File: config.mk
export PLATFORM = sky130hd
export DESIGN_NAME = rgn_hist_fsm
export DESIGN_NICKNAME = d
export VERILOG_FILES = /design/src/rtl/rgn_pkg.sv /design/src/rtl/rgn_next.sv /design/src/rtl/rgn_outdec.sv /design/src/rtl/rgn_hist_fsm.sv
export SDC_FILE = /design/constraint.sdc
export NUM_CORES = 1
export LEC_CHECK = 0
export ABC_CLOCK_PERIOD_IN_PS = 1100
export BUFFER_PORTS_ARGS = -buffer_cell sky130_fd_sc_hd__clkbuf_2
export CAP_MARGIN = 20
export CORE_AREA = 2 2 39 41
export DETAILED_ROUTE_END_ITERATION = 10
export DIE_AREA = 0 0 41 43
export PLACE_DENSITY = 0.35
export SKIP_CTS_REPAIR_TIMING = 1
export SLEW_MARGIN = 20
export SYNTH_ARGS = -nofsm -noshare
export SYNTH_HDL_FRONTEND = slang
export SYNTH_HIERARCHICAL = 1
export SYNTH_SLANG_ARGS = --single-unit
File: constraint.sdc
create_clock -name clk -period 1.1 [get_ports clk]
set_input_delay 0.22 -clock clk [delete_from_list [all_inputs] [get_ports clk]]
set_output_delay 0.22 -clock clk [all_outputs]
set_load 0.01 [all_outputs]
File: src/rtl/rgn_pkg.sv
package rgn_pkg;

    localparam int unsigned NUM_WORK = 4;
    localparam int unsigned IDX_W    = $clog2(NUM_WORK);
    localparam int unsigned ST_W     = IDX_W + 1;

    // {parked bit, index}: the index of a parked state names the working
    // state it returns to, so the encoding carries the history itself.
    typedef enum logic [ST_W-1:0] {
        ST_S0 = 3'b000,
        ST_S1 = 3'b001,
        ST_S2 = 3'b010,
        ST_S3 = 3'b011,
        ST_I0 = 3'b100,
        ST_I1 = 3'b101,
        ST_I2 = 3'b110,
        ST_I3 = 3'b111
    } rgn_state_e;

endpackage

File: src/rtl/rgn_next.sv
module rgn_next
    import rgn_pkg::*;
#(
    parameter bit HIST_EN = 1'b1
) (
    input  rgn_state_e            cur_i,
    input  logic                  act_i,
    input  logic [NUM_WORK-1:0]   guard_i,
    output rgn_state_e            nxt_o
);

    // Choose where each parked state resumes.
    localparam rgn_state_e RES0 = ST_S0;
    localparam rgn_state_e RES1 = HIST_EN ? ST_S1 : ST_S0;
    localparam rgn_state_e RES2 = HIST_EN ? ST_S2 : ST_S0;
    localparam rgn_state_e RES3 = HIST_EN ? ST_S3 : ST_S0;

    always_comb begin
        nxt_o = cur_i;
        unique case (cur_i)
            // Working states: a low activity line wins over the guard.
            ST_S0: begin
                if (!act_i)          nxt_o = ST_I0;   // park0
                else if (guard_i[0]) nxt_o = ST_S1;   // step01
            end
            ST_S1: begin
                if (!act_i)          nxt_o = ST_I1;   // park1
                else if (guard_i[1]) nxt_o = ST_S2;   // step12
            end
            ST_S2: begin
                if (!act_i)          nxt_o = ST_I2;   // park2
                else if (guard_i[2]) nxt_o = ST_S3;   // step23
            end
            ST_S3: begin
                if (!act_i)          nxt_o = ST_I3;   // park3
                else if (guard_i[3]) nxt_o = ST_S0;   // step30
            end
            // Parked states: only the activity line matters.
            ST_I0: if (act_i) nxt_o = RES0;           // resume0
            ST_I1: if (act_i) nxt_o = RES1;           // resume1
            ST_I2: if (act_i) nxt_o = RES2;           // resume2
            ST_I3: if (act_i) nxt_o = RES3;           // resume3
            default: nxt_o = ST_I0;
        endcase
    end

endmodule

File: src/rtl/rgn_outdec.sv
module rgn_outdec
    import rgn_pkg::*;
#(
    parameter int unsigned              OUT_W   = 4,
    parameter logic [NUM_WORK*OUT_W-1:0] OUT_MAP = 16'b1001_0110_0010_0001
) (
    input  rgn_state_e         st_i,
    output logic [OUT_W-1:0]   y_o
);

    // Slice k of OUT_MAP holds the output word of working state Sk.
    logic [OUT_W-1:0] word_w [NUM_WORK];

    for (genvar k = 0; k < NUM_WORK; k++) begin : g_word
        assign word_w[k] = OUT_MAP[k*OUT_W +: OUT_W];
    end

    always_comb begin
        y_o = '0;
        unique case (st_i)
            ST_S0: y_o = word_w[0];
            ST_S1: y_o = word_w[1];
            ST_S2: y_o = word_w[2];
            ST_S3: y_o = word_w[3];
            ST_I0, ST_I1, ST_I2, ST_I3: y_o = '0;
            default: y_o = '0;
        endcase
    end

endmodule

File: src/rtl/rgn_hist_fsm.sv
module rgn_hist_fsm
    import rgn_pkg::*;
#(
    parameter bit                        HIST_EN = 1'b1,
    parameter int unsigned               OUT_W   = 4,
    parameter logic [NUM_WORK*OUT_W-1:0] OUT_MAP = 16'b1001_0110_0010_0001
) (
    input  logic                clk,
    input  logic                rst,
    input  logic                act_i,
    input  logic [NUM_WORK-1:0] guard_i,
    output logic [OUT_W-1:0]    y_o
);

    rgn_state_e st_q;
    rgn_state_e st_d;

    rgn_next #(
        .HIST_EN (HIST_EN)
    ) next_i (
        .cur_i   (st_q),
        .act_i   (act_i),
        .guard_i (guard_i),
        .nxt_o   (st_d)
    );

    // State register; reset lands in S0 or I0 depending on the parent.
    always_ff @(posedge clk) begin
        if (rst) st_q <= act_i ? ST_S0 : ST_I0;
        else     st_q <= st_d;
    end

    rgn_outdec #(
        .OUT_W   (OUT_W),
        .OUT_MAP (OUT_MAP)
    ) outdec_i (
        .st_i (st_q),
        .y_o  (y_o)
    );

endmodule

Yosys cells after proc, flatten, opt, wreduce, memory -nomap -nowiden
Memories as Yosys holds them, arrays and structs flattened. A register that Yosys moved wholly into a read port is not among the register bits.
Index checks and enable logic that the tools add are counted.
{"block": "totals", "regBits": 3, "latchBits": 0, "ramBits": 0, "mem_bits_ro": 32, "input_bits": 7, "output_inout_bits": 4, "memories": 1}
{"block": "op_classes", "add_sub_neg": 0, "n_mul": 0, "div": 0, "n_lt_le_gt_ge": 0, "eq_ne": 15, "shifts": 0, "mux": 16, "bitwise": 0, "n_reduce_logical": 2}
{"name": "(name not given)", "words": 8, "width": 4, "read_ports": 1, "rd_clocked_by_memory_dff": 1, "wr": 0, "line_no": "rgn_outdec.sv:20", "rtl": "unique case (st_i)"}
{"cell": "$mux 3", "n": 15}
{"cell": "$pmux 3 s8", "n": 1}
{"cell": "$ne 4x4->1 const B", "n": 4}
{"cell": "$eq 3x3->1 const B", "n": 4}
{"cell": "$ne 3x3->1 const B", "n": 4}
{"cell": "$reduce_and 8->1", "n": 1}
{"cell": "$eq 3x2->1 const B", "n": 2}
{"cell": "$eq 3x1->1 const B", "n": 1}
{"cell": "$logic_not 3->1", "n": 1}

Longest topological paths before layout
Gate-level depths: netlist of the first run.
{"block": "logic_depth", "depth_word": 5, "depth_mapped": 4, "mapped_depth_nobuf": 4}

Modules after synthesis
The synthesis of the first run kept the hierarchy.
{"module": "rgn_hist_fsm", "instances": 1, "cells_each": 7, "area_per_inst_um2": 86.3, "seq_area_each_um2": 60.1}
{"module": "rgn_next", "instances": 1, "cells_each": 11, "area_per_inst_um2": 73.8, "seq_area_each_um2": 0.0}
{"module": "rgn_outdec", "instances": 1, "cells_each": 7, "area_per_inst_um2": 53.8, "seq_area_each_um2": 0.0}

Worst setup path after synthesis of the first run
Ideal clock, no wire load.
{"block": "synth_timing", "path_type": "flip-flop to flip-flop", "start": "reg st_q[2]", "end": "reg st_q[0]", "setup_ps": 65, "arrival_ps": 1096, "required_ps": 1035, "setup_slack_ps": -61, "stages_incl_launch_ff": 5, "n_path_buf": 0, "synth_period_minus_slack_ps": 1161, "cell_sequence": "dfxtp_1 -> and4b_1 -> o21a_1 -> nor4_2 -> nor2b_1"}
{"block": "synth_via", "elab_chain_len": 3, "elab_cells_between_ends": 19, "classes_between": "15 x eq/ne; 2 x mux; 2 x reduce/logical"}
{"item": "start, declared", "line_no": "rgn_hist_fsm.sv:15", "rtl": "rgn_state_e st_q;"}
{"item": "start signal, assigned", "line_no": "rgn_hist_fsm.sv:29", "rtl": "if (rst) st_q <= act_i ? ST_S0 : ST_I0;"}
{"item": "start signal, assigned", "line_no": "rgn_hist_fsm.sv:30", "rtl": "else st_q <= st_d;"}
{"item": "$eq 3x3->1, or another cell as far along", "line_no": "rgn_next.sv:20", "rtl": "unique case (cur_i)"}
{"item": "$pmux 3 s8 (*)", "line_no": "rgn_next.sv:20"}
{"item": "via st_d[0]", "line_no": "rgn_hist_fsm.sv:16", "rtl": "rgn_state_e st_d;"}
{"item": "$mux 3 (*)", "line_no": "rgn_hist_fsm.sv:29"}
Mark *: on every way through the listed nets, which the timed path passes. The rest lies on a longest branch.
A chain may end at the register's enable or synchronous reset.

==> results of run 1 <==
[through the flow]
step / TNS (ns) / hold slack, ns / util [%]
2_1_floorplan: -0.0140 / 0.284 / -
3_3_place_gp: -0.144 / 0.423 / 24.0
3_5_place_dp: -0.163 / 0.429 / 24.0
4_1_cts: -0.996 / 0.178 / 25.9
5_1_grt: -1.19 / 0.181 / 28.9
6_report: -0.853 / 0.184 / 28.9
[layout by cell type, fill, tap and decap left out, types with 2 or more instances in the layout]
cell type / Yosys / layout
clkbuf_2: 0 / 7
buf_4: 0 / 7
inv_1: 4 / 3
clkbuf_4: 0 / 3
nor2b_1: 4 / 2
nor2b_2: 1 / 2
mux2i_1: 2 / 2
nor2_1: 3 / 2
buf_2: 0 / 2
dfxtp_2: 0 / 2
[worst min-delay path by stage]
stage | startpoint | end | slack, ns | cells past startpoint
3_3_place_gp | rst | st_q[0] | 0.42 | 2
2_1_floorplan | rst | st_q[0] | 0.28 | 1
4_1_cts | rst | st_q[0] | 0.18 | 2
5_1_grt | rst | st_q[1] | 0.18 | 2
6_report | rst | st_q[1] | 0.18 | 2
3_5_place_dp | rst | st_q[0] | 0.43 | 2
[cells by family (layout without fill, tap and decap cells)]
logic type,count (synthesis),count (layout),share of synthesized area [%]
mux,2,2,9.36
compound gates,2,2,5.85
simple gates,12,12,38.0
flops,3,3,28.1
buf+inv,4,25,7.02
fa+ha+maj,2,2,11.7
[power breakdown]
group          switching [mW]  internal [mW]
Combinational          0.0320         0.0410
Clock                  0.0570          0.136
Sequential            0.00350          0.113
Total                  0.0926          0.290
[critical path, stage by stage, from the launching register on]
cell and delay [ns]:
dfxtp_4 0.35, ha_4 0.24, nor2b_2 0.14, buf_2 0.13
[final cells by class]
type                            instances  area share (%)
Timing Repair Buffer                   17            27.2
Inverter                                4            3.75
Clock buffer                            4            6.56
Tap cell                               16            5.00
Sequential cell                         3            16.6
Multi-Input combinational cell         18            40.9
[metal layers]
metal,up-vias,track usage (%)
met5,-,0
met4,0,8.00
met3,0,3.14
met2,6,10.3
met1,107,8.95
li1,125,-
==> metrics.csv, run 1 <==
stage,metric,value,unit
outcome,status,"finished, violations left",
outcome,violations,negative setup slack,
finish,seq_cell_area,66.3,µm²
power,post-layout-total-power,0.383,mW
worst_hold_path,worstHoldPathType,primary input to flip-flop,
routing,drtAntennaViolNets,0,
finish,fin_area,400,µm²
clock_network,cts_max_path_buffers,2,
floorplanning,floorplan.io_pins,11,
synth,postSynthCellCount,25,
finish,largest_register_ffs,3,
synth,proportion_of_synthesized_chip_area_in_sequential_cells,28.1,%
sta,min_period,1.31,ns
routing,vias_per_cell,3.84,
routing,detailed_route_drc_error_count,0,
place,io_buffers,10,
floorplanning,number_of_rows_created_at_floorplan,14,
synth,synth_top_cell_area_share,28.1,%
worst_setup_path,timing.reg2reg.setup_slack,-0.21,ns
clock_network,cts_root_buf,clkbuf_4,
floorplanning,die_w,41,µm
synth,yosys.cell_types.count,13,
synth,yosysWarningCount,6,
clock_network,clk-insertion-delay-late,0.23,ns
synth,synth_top_flop_cell,dfxtp_1,
floorplanning,fp.dieArea,1760,µm²
synth,syn-mean-instance-area,8.56,µm²
finish,num-fill-cells,164,
finish,register_bank_with_the_most_flops,st_q,
routing,met1_length,203,µm
synth,post_synth_net_total,34,
worst_setup_path,ff2ff_path_depth,5,
place,dp_hpwl,437,µm
finish,area.growth.synth_to_final,87.1,%
clock_network,clock_sinks,3,
power,power_density,956,nW/µm²
worst_setup_path,worstReg2RegStart,st_q[0],
routing,routed_wirelength,526,µm
synth,synth_area_leaders,"dfxtp_1, ha_1, nor2b_1",
sta,slew_headroom,85.0,%
worst_setup_path,type_of_the_setup_path_with_the_least_slack,flip-flop to output pin,
synth,syn_area,214,µm²
power,peakVddDrop,0.421,mV
finish,antenna_cells,0,
routing,dr.pass1.iters,1,
global_route,grt_pass1_wl,876,µm
global_route,globalRouteTotalUtil,7.92,%
clock_network,cts-htree-levels,1,
clock_network,cts_inserted_buffers,3,
clock_network,path_clk_slew,0.04,ns
worst_setup_path,cp-end-kind,output pin,
synth,synth-edff-count,0,
finish,largestRegisters,st_q (3),
global_route,largest_net_degree_at_the_start_of_global_routing,6,
floorplanning,design.core.area,1380,µm²
finish,drive_gt1_share,65.2,%
place,dpl_worst_slack,-0.100,ns
place,numPlacedInstances,57,
routing,dr_total_vias,238,
floorplanning,die_height,43,µm
synth,ys_top_cells_by_count,"inv_1, nor2b_1, dfxtp_1, nor2_1",
worst_setup_path,timing.critical_path.required,0.88,ns
routing,highest_routed_metal_layer,met3,
routing,dr_wl_met3,38,µm
sta,tightest_slew,0.223,ns
sta,timing.final.crit_share,119,%
routing,iter_0_drt_violations,0,
finish,finish.cell_count_without_fillers,62,
finish,multi_input_comb_area,164,µm²
sta,finalSetupViolations,6,
power,p_leak,0.202,nW
place,routabilityCongestion,0.614,
sta,timing_max_transition_violations_final,0,
routing,dr_wl_met2,284,µm
worst_setup_path,rr_endpoint,st_q[0],
clock_network,tritoncts,yes,
floorplanning,initial_utilization,15.5,%
sta,finClkSkew,0.00231,ns
worst_setup_path,worstPathMaxFanout,3,
sta,rsz0062_at_grt,true,
worst_setup_path,kind_of_launch_point_of_the_worst_setup_path,flip-flop,
global_route,grt_pass1_vias,233,
worst_setup_path,critPathCapture,y_o[0],
global_route,initial_antenna_violation_count,0,
worst_setup_path,data_arrival_time_of_the_critical_path,1.09,ns
worst_setup_path,worstSetupStartpoint,st_q[1],
synth,synth.largest_area_cell,dfxtp_1,
finish,fin_nets,56,
synth,async_flop_share,0,%
sta,final.setup.worst_slack,-0.206,ns
run,max_cap_viol_count,0,
sta,maxClockFrequency,765,MHz
global_route,global_route_total_overflow,0,
synth,synth.ff_latch_count,3,
routing,route.detailed.wl_per_inst,8.48,µm
sta,timing.final.hold_violations,0,
place,dpl_cell_area,332,µm²
(Power assumes the default switching activity.)
==> run 2: changes to the inputs <==
--- a/config.mk
+++ b/config.mk
@@ -5,13 +5,13 @@
 export SDC_FILE = /design/constraint.sdc
 export NUM_CORES = 1
 export LEC_CHECK = 0
-export ABC_CLOCK_PERIOD_IN_PS = 1100
-export BUFFER_PORTS_ARGS = -buffer_cell sky130_fd_sc_hd__clkbuf_2
+export ABC_CLOCK_PERIOD_IN_PS = 1550
+export BUFFER_PORTS_ARGS = -buffer_cell sky130_fd_sc_hd__buf_4
 export CAP_MARGIN = 20
 export CORE_AREA = 2 2 39 41
 export DETAILED_ROUTE_END_ITERATION = 10
 export DIE_AREA = 0 0 41 43
-export PLACE_DENSITY = 0.35
+export PLACE_DENSITY = 0.34
 export SKIP_CTS_REPAIR_TIMING = 1
 export SLEW_MARGIN = 20
 export SYNTH_ARGS = -nofsm -noshare
==> constraint.sdc (replaced) <==
create_clock -name clk -period 1.55 [get_ports clk]
set_input_delay 0.31 -clock clk [delete_from_list [all_inputs] [get_ports clk]]
set_output_delay 0.31 -clock clk [all_outputs]
set_load 0.01 [all_outputs]
==> metrics.csv, run 2 (synthesis results as in run 1) <==
stage,metric,value,unit,change
worst_setup_path,critPathMaxStageDelay,0.39,ns,+0.04 ns
clock_network,path_clk_slew,0.04,ns,about the same
routing,dr_total_vias,209,,-12%
worst_setup_path,worstPathMaxFanout,6,,+3
place,numPlacedInstances,52,,-8.8%
routing,drtAntennaViolNets,0,,unchanged
routing,detailed_route_drc_error_count,0,,unchanged
finish,final_core_utilization,25.8,%,-3.2 points
clock_network,clock_sinks,3,,unchanged
floorplanning,number_of_rows_created_at_floorplan,14,,unchanged
floorplanning,die_w,41,µm,unchanged
floorplanning,die_height,43,µm,unchanged
clock_network,cts-htree-levels,1,,unchanged
worst_hold_path,worstHoldPathType,primary input to flip-flop,,
floorplanning,design.core.area,1380,µm²,unchanged
finish,multi_input_comb_area,151,µm²,-7.6%
finish,fin_nets,50,,-11%
routing,met1_length,210,µm,+3.4%
sta,rsz0062_at_grt,false,,
global_route,grt_pass1_wl,793,µm,-9.5%
place,dpl_cell_area,317,µm²,-4.5%
clock_network,cts_inserted_buffers,3,,unchanged
outcome,status,"finished, final reports clean",,
routing,route.detailed.wl_per_inst,8.64,µm,+1.9%
finish,antenna_cells,0,,unchanged
finish,fin_area,357,µm²,-11%
worst_setup_path,data_arrival_time_of_the_critical_path,1.13,ns,+0.04 ns
floorplanning,initial_utilization,15.5,%,unchanged
routing,dr_wl_met3,46,µm,+21%
clock_network,cts_max_path_buffers,2,,unchanged
routing,iter_0_drt_violations,0,,unchanged
power,p_leak,0.176,nW,-13%
routing,dr.pass1.iters,1,,unchanged
global_route,largest_net_degree_at_the_start_of_global_routing,8,,+2
finish,num-fill-cells,156,,-4.9%
routing,dr_wl_met2,226,µm,-20%
sta,min_period,1.44,ns,
sta,maxClockFrequency,694,MHz,
finish,register_bank_with_the_most_flops,st_q,,
finish,drive_gt1_share,45.0,%,-20 points
sta,timing.final.hold_violations,0,,unchanged
sta,finClkSkew,0.000422,ns,-0.00188 ns
power,power_density,743,nW/µm²,-22%
floorplanning,floorplan.io_pins,11,,unchanged
sta,finalSetupViolations,0,,-6
global_route,grt_pass1_vias,202,,-13%
worst_setup_path,type_of_the_setup_path_with_the_least_slack,flip-flop to output pin,,
place,io_buffers,10,,unchanged
run,max_cap_viol_count,0,,unchanged
finish,seq_cell_area,61.3,µm²,-7.5%
clock_network,clk-insertion-delay-late,0.23,ns,about the same
finish,area.growth.synth_to_final,66.7,%,
global_route,globalRouteTotalUtil,7.72,%,-0.19 points
sta,timing.final.crit_share,92.9,%,
worst_setup_path,worstSetupStartpoint,st_q[1],,
global_route,initial_antenna_violation_count,0,,unchanged
finish,layout.cells.most_common_list,"buf_4, nor2b_1, inv_1, clkbuf_4, nor2_1",,
worst_setup_path,cpMaxStageDelayCell,dfxtp_2,,
clock_network,cts_root_buf,clkbuf_4,,
worst_setup_path,path_cells,ha_4 -> nor2b_2 -> buf_4,,
worst_setup_path,worstPathBufferInverterCount,1,,unchanged
finish,largestRegisters,st_q (3),,
clock_network,tritoncts,yes,,
finish,finish.cell_count_without_fillers,56,,-9.7%
worst_setup_path,cpLargestDelayFamily,flip-flops,,
routing,routed_wirelength,484,µm,-8.0%
place,routabilityCongestion,0.638,,+3.8%
finish,largest_register_ffs,3,,unchanged
global_route,global_route_total_overflow,0,,unchanged
sta,timing_max_transition_violations_final,0,,unchanged
worst_setup_path,kind_of_launch_point_of_the_worst_setup_path,flip-flop,,
worst_setup_path,worstReg2RegStart,st_q[2],,
routing,highest_routed_metal_layer,met3,,
finish,mostFrequentLayoutCell,buf_4,,
sta,tightest_slew,0.248,ns,+0.0249 ns
power,peakVddDrop,0.321,mV,-24%
place,dp_hpwl,389,µm,-11%
sta,slew_headroom,83.4,%,-1.6 points
routing,vias_per_cell,3.73,,-2.8%
worst_setup_path,timing.critical_path.required,1.24,ns,+0.36 ns
worst_setup_path,cp-end-kind,output pin,,
worst_hold_path,hold_path.startpoint,rst,,
floorplanning,fp.dieArea,1760,µm²,unchanged
==> run 2: where the power goes <==
part / internal [mW] / total, mW / switching [mW] / leakage [nW]
sequential: 0.0814 / 0.0867 / 0.00529 / 0.0252
clock: 0.0964 / 0.135 / 0.0388 / 0.0150
combinational: 0.0264 / 0.0431 / 0.0167 / 0.135
total: 0.204 / 0.265 / 0.0608 / 0.176
==> run 2: layout make-up <==
type	instances	share of cell area (%)
sequential	3	17.2
clock buffer	4	7.37
multi-input combinational	18	42.5
timing repair buffer	11	23.2
tap	16	5.61
inverter	4	4.21
==> run 2: worst paths after layout <==
path	to	slack, ns	depth (start not counted)
hold / removal	st_q[1]	0.25	2
hold reg to reg	st_q[1]	0.63	2
setup / recovery	y_o[0]	0.11	3
setup reg to reg	st_q[0]	0.23	4
==> run 2: worst register-to-register path, stage by stage, from the launching register on <==
cell and delay (ns):
dfxtp_1 0.45, and4b_1 0.25, o21a_1 0.19, nor4_2 0.20, nor2b_1 0.16
==> run 2: through the flow <==
| stage | setup TNS (ns) | hold slack, ns | power [mW] | setup slack (ns) |
|---|---|---|---|---|
| after global routing | 0 | 0.239 | 0.292 | 0.0379 |
| after floorplan | 0 | 0.382 | 0.105 | 0.340 |
| after global placement | 0 | 0.498 | 0.130 | 0.234 |
| after detailed placement | 0 | 0.501 | 0.130 | 0.230 |
| final | 0 | 0.253 | 0.265 | 0.110 |
| after CTS | -0.00246 | 0.251 | 0.273 | -0.00246 |
==> run 2: layer usage <==
metal	up-vias	track usage, %
met4	0	8.00
met1	89	7.05
met5	-	0
met3	0	6.28
met2	7	9.69
li1	113	-
